## config.mk

```make
export PLATFORM = sky130hd
export DESIGN_NAME = auxconv_cmd_port
export DESIGN_NICKNAME = d
export VERILOG_FILES = /design/src/rtl/auxconv_pkg.sv /design/src/rtl/auxconv_sync.sv /design/src/rtl/auxconv_shifter.sv /design/src/rtl/auxconv_code_reg.sv /design/src/rtl/auxconv_cmd_port.sv
export SDC_FILE = /design/constraint.sdc
export NUM_CORES = 1
export LEC_CHECK = 0
export ABC_AREA = 1
export ABC_CLOCK_PERIOD_IN_PS = 1300
export BUFFER_PORTS_ARGS = -buffer_cell sky130_fd_sc_hd__buf_2
export CELL_PAD_IN_SITES_DETAIL_PLACEMENT = 1
export CELL_PAD_IN_SITES_GLOBAL_PLACEMENT = 1
export CORE_MARGIN = 8
export CORE_UTILIZATION = 34
export DETAILED_ROUTE_END_ITERATION = 8
export HOLD_SLACK_MARGIN = 0.05
export PLACE_DENSITY_LB_ADDON = 0.05
export SLEW_MARGIN = 20
export SYNTH_ARGS = -nofsm -noshare
export SYNTH_HDL_FRONTEND = slang
export SYNTH_SLANG_ARGS = --single-unit
```

## constraint.sdc

```tcl
create_clock -name clk -period 1.3 [get_ports clk]
set_clock_uncertainty 0.2 [all_clocks]
set_input_delay 0.195 -clock clk [delete_from_list [all_inputs] [get_ports clk]]
set_output_delay 0.195 -clock clk [all_outputs]
set_load 0.01 [all_outputs]
```

## src/rtl/auxconv_pkg.sv

```systemverilog
// Package: word layout and converter widths for the auxiliary command port.
// Assumes a 16-bit command word with the data field at the low end.
package auxconv_pkg;
    localparam int WORD_W   = 16;
    localparam int FIELD_W  = 10;
    localparam int CONV_A_W = 9;
    localparam int CONV_B_W = 10;
    localparam int CONV_C_W = 8;
    localparam int NUM_CONV = 3;
    // Control bit positions; a host decodes these, so they are fixed.
    localparam int SEL_C_BIT  = 10;
    localparam int SEL_A_BIT  = 11;
    localparam int SEL_B_BIT  = 12;
    localparam int FLAG_EN_BIT  = 14;
    localparam int FLAG_LVL_BIT = 15;

    typedef struct packed {
        logic               flag_lvl;
        logic               flag_en;
        logic [NUM_CONV-1:0] sel;      // {C, B, A}
        logic [FIELD_W-1:0] field;
    } cmd_t;
endpackage

```

## src/rtl/auxconv_sync.sv

```systemverilog
// Module: multi-stage synchronizer for a bundle of asynchronous pins.
// Assumes each pin is held for longer than STAGES system clocks.
module auxconv_sync #(
    parameter int          N        = 3,
    parameter int          STAGES   = 2,
    parameter logic [N-1:0] RST_VAL = '0
) (
    input  logic         clk,
    input  logic         rst_n,
    input  logic [N-1:0] d_async,
    output logic [N-1:0] q_sync
);
    logic [N-1:0] stg [STAGES];

    genvar s;
    generate
        for (s = 0; s < STAGES; s++) begin : g_stage
            // Purpose: move each pin one flop deeper into the clock domain.
            always_ff @(posedge clk) begin
                if (!rst_n) stg[s] <= RST_VAL;
                else if (s == 0) stg[s] <= d_async;
                else stg[s] <= stg[(s == 0) ? 0 : s-1];
            end
        end
    endgenerate

    assign q_sync = stg[STAGES-1];
endmodule

```

## src/rtl/auxconv_shifter.sv

```systemverilog
// Module: detects serial clock falls and frame rises, and shifts the command word.
// Assumes the inputs are already synchronized with equal delay.
module auxconv_shifter
    import auxconv_pkg::*;
(
    input  logic clk,
    input  logic rst_n,
    input  logic frame_s,
    input  logic sclk_s,
    input  logic sdata_s,
    output cmd_t cmd,
    output logic load_stb
);
    logic [WORD_W-1:0] word;
    logic sclk_q, frame_q;
    logic sclk_fall;

    // Purpose: remember the previous levels for edge detection.
    always_ff @(posedge clk) begin
        if (!rst_n) begin
            sclk_q  <= 1'b1;
            frame_q <= 1'b1;
        end else begin
            sclk_q  <= sclk_s;
            frame_q <= frame_s;
        end
    end

    assign sclk_fall = sclk_q & ~sclk_s;
    assign load_stb  = frame_s & ~frame_q;

    // Purpose: shift one bit in, MSB first, on each falling serial edge inside a frame.
    always_ff @(posedge clk) begin
        if (!rst_n) word <= '0;
        else if (sclk_fall && !frame_s) word <= {word[WORD_W-2:0], sdata_s};
    end

    assign cmd.flag_lvl = word[FLAG_LVL_BIT];
    assign cmd.flag_en  = word[FLAG_EN_BIT];
    assign cmd.sel      = {word[SEL_C_BIT], word[SEL_B_BIT], word[SEL_A_BIT]};
    assign cmd.field    = word[FIELD_W-1:0];

    p_frame_high_hold_r1: assert property (@(posedge clk) disable iff (!rst_n)
        (frame_s && frame_q) |=> $stable(word));
    p_load_single_r10: assert property (@(posedge clk) disable iff (!rst_n)
        load_stb |=> !load_stb);
endmodule

```

## src/rtl/auxconv_code_reg.sv

```systemverilog
// Module: one converter code register with its low-power indicator.
// Assumes W is no wider than the shared data field slice it receives.
module auxconv_code_reg #(
    parameter int W = 8
) (
    input  logic         clk,
    input  logic         rst_n,
    input  logic         load,
    input  logic         sel,
    input  logic [W-1:0] data,
    output logic [W-1:0] code,
    output logic         sleep
);
    // Purpose: take the data slice when this converter is selected on a load.
    always_ff @(posedge clk) begin
        if (!rst_n) code <= '0;
        else if (load && sel) code <= data;
    end

    // Purpose: flag the two lowest-power codes.
    assign sleep = (code == '0) || (&code);

    p_load_value_r4: assert property (@(posedge clk) disable iff (!rst_n)
        (load && sel) |=> (code == $past(data)));
    p_unsel_hold_r5: assert property (@(posedge clk) disable iff (!rst_n)
        !(load && sel) |=> $stable(code));
endmodule

```

## src/rtl/auxconv_cmd_port.sv

```systemverilog
// Module: top of the serial command port for three auxiliary converters and a flag.
// Assumes the serial pins are slow compared with clk (several cycles per level).
module auxconv_cmd_port
    import auxconv_pkg::*;
#(
    parameter int SYNC_STAGES = 2
) (
    input  logic                clk,
    input  logic                rst_n,
    input  logic                cmd_frame,
    input  logic                cmd_sclk,
    input  logic                cmd_sdata,
    output logic [CONV_A_W-1:0] conv_a_code,
    output logic [CONV_B_W-1:0] conv_b_code,
    output logic [CONV_C_W-1:0] conv_c_code,
    output logic                flag_level,
    output logic                flag_oe,
    output logic [NUM_CONV-1:0] conv_sleep
);
    logic [2:0] pins_s;
    cmd_t       cmd;
    logic       load_stb;

    auxconv_sync #(.N(3), .STAGES(SYNC_STAGES), .RST_VAL(3'b110)) i_sync (
        .clk(clk), .rst_n(rst_n),
        .d_async({cmd_frame, cmd_sclk, cmd_sdata}),
        .q_sync(pins_s)
    );

    auxconv_shifter i_shift (
        .clk(clk), .rst_n(rst_n),
        .frame_s(pins_s[2]), .sclk_s(pins_s[1]), .sdata_s(pins_s[0]),
        .cmd(cmd), .load_stb(load_stb)
    );

    auxconv_code_reg #(.W(CONV_A_W)) i_conv_a (
        .clk(clk), .rst_n(rst_n), .load(load_stb), .sel(cmd.sel[0]),
        .data(cmd.field[CONV_A_W-1:0]), .code(conv_a_code), .sleep(conv_sleep[0])
    );
    auxconv_code_reg #(.W(CONV_B_W)) i_conv_b (
        .clk(clk), .rst_n(rst_n), .load(load_stb), .sel(cmd.sel[1]),
        .data(cmd.field[CONV_B_W-1:0]), .code(conv_b_code), .sleep(conv_sleep[1])
    );
    auxconv_code_reg #(.W(CONV_C_W)) i_conv_c (
        .clk(clk), .rst_n(rst_n), .load(load_stb), .sel(cmd.sel[2]),
        .data(cmd.field[CONV_C_W-1:0]), .code(conv_c_code), .sleep(conv_sleep[2])
    );

    // Purpose: update flag level and enable on every load.
    always_ff @(posedge clk) begin
        if (!rst_n) begin
            flag_level <= 1'b0;
            flag_oe    <= 1'b0;
        end else if (load_stb) begin
            flag_level <= cmd.flag_lvl;
            flag_oe    <= cmd.flag_en;
        end
    end

    p_flag_hold_r6: assert property (@(posedge clk) disable iff (!rst_n)
        !load_stb |=> ($stable(flag_level) && $stable(flag_oe)));
    p_flag_load_r6: assert property (@(posedge clk) disable iff (!rst_n)
        load_stb |=> (flag_oe == $past(cmd.flag_en)));
endmodule

```

==> metrics.txt <==
DIE HEIGHT 97.6 um; Max VDD drop between 0.6 and 0.7 mV; Final Max Tran Viols 0; RSZ-0062 raised after global routing yes; final instance area roughly 0.0028 mm2; CTS root buf clkbuf_8; clk slew on worst S/H paths about 90 ps; Post-Synthesis Cells 359; clk sinks 53; post-placement cell area between 0.002 and 0.003 mm2; Worst Tran Pin Value between 200 and 300 ps; Remaining Overflow, GRT 0; sequential share of the synthesized area 0.469; dpl cells approximately 460; most used cell, CP nand2_1; ys flop type dfxtp_1; residual DRC count 0; yosys warns 0; fin crit share 1.18; crit-path cells nor2_2 -> nand2_1 -> nor2_1 -> nand2_1 -> nand2_1 -> buf_2; Mapped Avg Cell Area about 6.3 um2; post-route ant nets 0; WP data required approximately 900 ps; failing checks setup timing; Core ar. ~0.0064 mm2; Post-Syn Nets about 360; Ports 37; Rel. slew slack 0.801; vias in the first global route about 2200; share of layout cells above drive strength 1 0.213; Slowest-stage cell, CP dfxtp_2; # H-tree levels 2; Core Util, Final 0.444; #FFs+latches synth between 50 and 60; largest area contributor in the netlist dfxtp_1; largest net degree at the start of global routing 29; vias 2073; first-pass GRT wire length between 9 and 10 mm; leakage power approximately 1.7 nW; Final #Nets approximately 400; Worst Hold Class in -> reg; Final WS setup -235 ps; 1st-iter DRT viols between 40 and 50; area share of the largest cell type after synthesis 0.469; Crit Path Max Fanout 4; pre-CTS setup slack around 13 ps; Post-Route WL 5.54 mm; crit end category output port; Final Non-Filler Cells about 480; Port Buf Inserts 36; worst skew pair latency 300 ps; initial antenna violation count 0; Post-synth EDFFs 0; Achievable Freq about 650 MHz; Detailed Routing Iterations Pass 1 4; # diodes 0; vias per cell 4.36; detailed-placement wirelength estimate 3.96 mm; die extent in x 97.6 um; final hold slack approximately 84 ps; distinct cell type count after synthesis 12; Power Density around 1000 mW/mm2; GPL Wtd Cong 0.692; Max Cap Viol 0; top post-synthesis cells by area dfxtp_1 (47%), nand2_1 (20%), nor2_1 (18%); status finished, violations left; CP Buf/Inv Count 1; Routed WL per cell between 10 and 15 um; most instantiated cells after synthesis nand2_1 (120), nor2_1 (106), dfxtp_1 (53), inv_1 (53), buf_2 (7); CTS Buf Count 5; number of cells on the worst reg-to-reg path 6; GRT Total Usage 0.121; Rows 29; most numerous cell in the Yosys netlist nand2_1; endpoints failing hold 0; Async SR Flop Fraction 0; Initial Util 0.354; Hold Path Cell Cnt 3; cell family with most CP delay simple AND/OR/NAND/NOR gates; Overall Power ~2.8 mW; Worst path max stage delay roughly 350 ps; critical path class reg -> out; synthesized area about 0.0023 mm2; CP arrival approximately 1100 ps; die area between 0.009 and 0.01 mm2; Critical Path Stages 6; Sum Neg Setup Slack -650 ps; CTS tree built; Startpoint Class register; min Tclk post-route ~1500 ps; CTS Buffer Depth 2; Setup violations, final 3; Layout Area Growth over Synthesis 25.2%
## where the power goes
part	internal [mW]	switching (mW)
clock	0.483	0.534
combinational	0.0414	0.0573
sequential	1.63	0.0155
total	2.16	0.607
## layout by cell type (no fill, tap or decap), drive strengths merged
| master | count |
|---|---|
| nand2 | 120 |
| nor2 | 106 |
| inv | 53 |
| dfxtp | 53 |
| buf | 45 |
| clkbuf | 7 |
| nand3 | 5 |
| dlygate4sd3 | 3 |
| o21ai | 3 |
| nand3b | 2 |
| nor3 | 1 |
| clkinv | 1 |
## worst paths after layout
kind | start | slack [ps] | to
worst max-delay path | i_conv_b.code[4]$_SDFFE_PN0P_ | -230 | conv_sleep[1]
worst min-delay path | rst_n | 80 | i_sync.stg[0][2]$_SDFF_PN1_
worst max register to register | i_sync.stg[1][2]$_SDFF_PN1_ | 110 | i_shift.word[4]$_SDFFE_PN0P_
worst min register to register | i_sync.stg[0][1]$_SDFF_PN1_ | 210 | i_sync.stg[1][1]$_SDFF_PN1_
## registers in the layout, summed over array words and instances (netlist names)
name	count
i_conv_a.code	9
i_conv_c.code	8
i_shift.sclk_q	1
i_sync.stg	6
i_shift.word	16
flag_oe	1
i_shift.frame_q	1
flag_level	1
i_conv_b.code	10
## cells by family (layout without fill, tap and decap cells)
family | after synthesis | after routing | synth area share
AO/OA/AOI/OAI | 3 | 3 | 0.00663
AND/OR/NAND/NOR | 234 | 234 | 0.401
flip-flops | 53 | 53 | 0.469
buffers and inverters | 69 | 109 | 0.123
## area by class of cell
type | count | area [um2]
Tap cell | 77 | 96.3
Inverter | 53 | 199
Clock inverter | 1 | 5.00
Clock buffer | 7 | 96.3
Timing Repair Buffer | 48 | 385
Multi-Input combinational cell | 237 | 953
Sequential cell | 53 | 1100
Fill cell | 862 | 3550
## worst reg2reg max path: cells and delay by family (launching register included)
family	cells	cell delay, ps
flops	1	400
buf+inv	2	220
simple gates	4	280
## timing repair
action,CTS,global route
gates cloned,0,0
gates resized for setup,17,23
hold buffers,3,0
hold endpoints to repair,3,0
endpoints found under the setup margin,4,16
setup buffers,2,0
pin swaps,3,5
## layer usage
| layer | GRT usage | vias up | part of all wire |
|---|---|---|---|
| met5 | 0 | - | 0 |
| met3 | 0.0377 | 7 | 0.047 |
| met4 | 0.0338 | 0 | 0.015 |
| li1 | - | 1104 | - |
| met2 | 0.204 | 32 | 0.45 |
| met1 | 0.145 | 930 | 0.48 |
(Power assumes the default switching activity.)
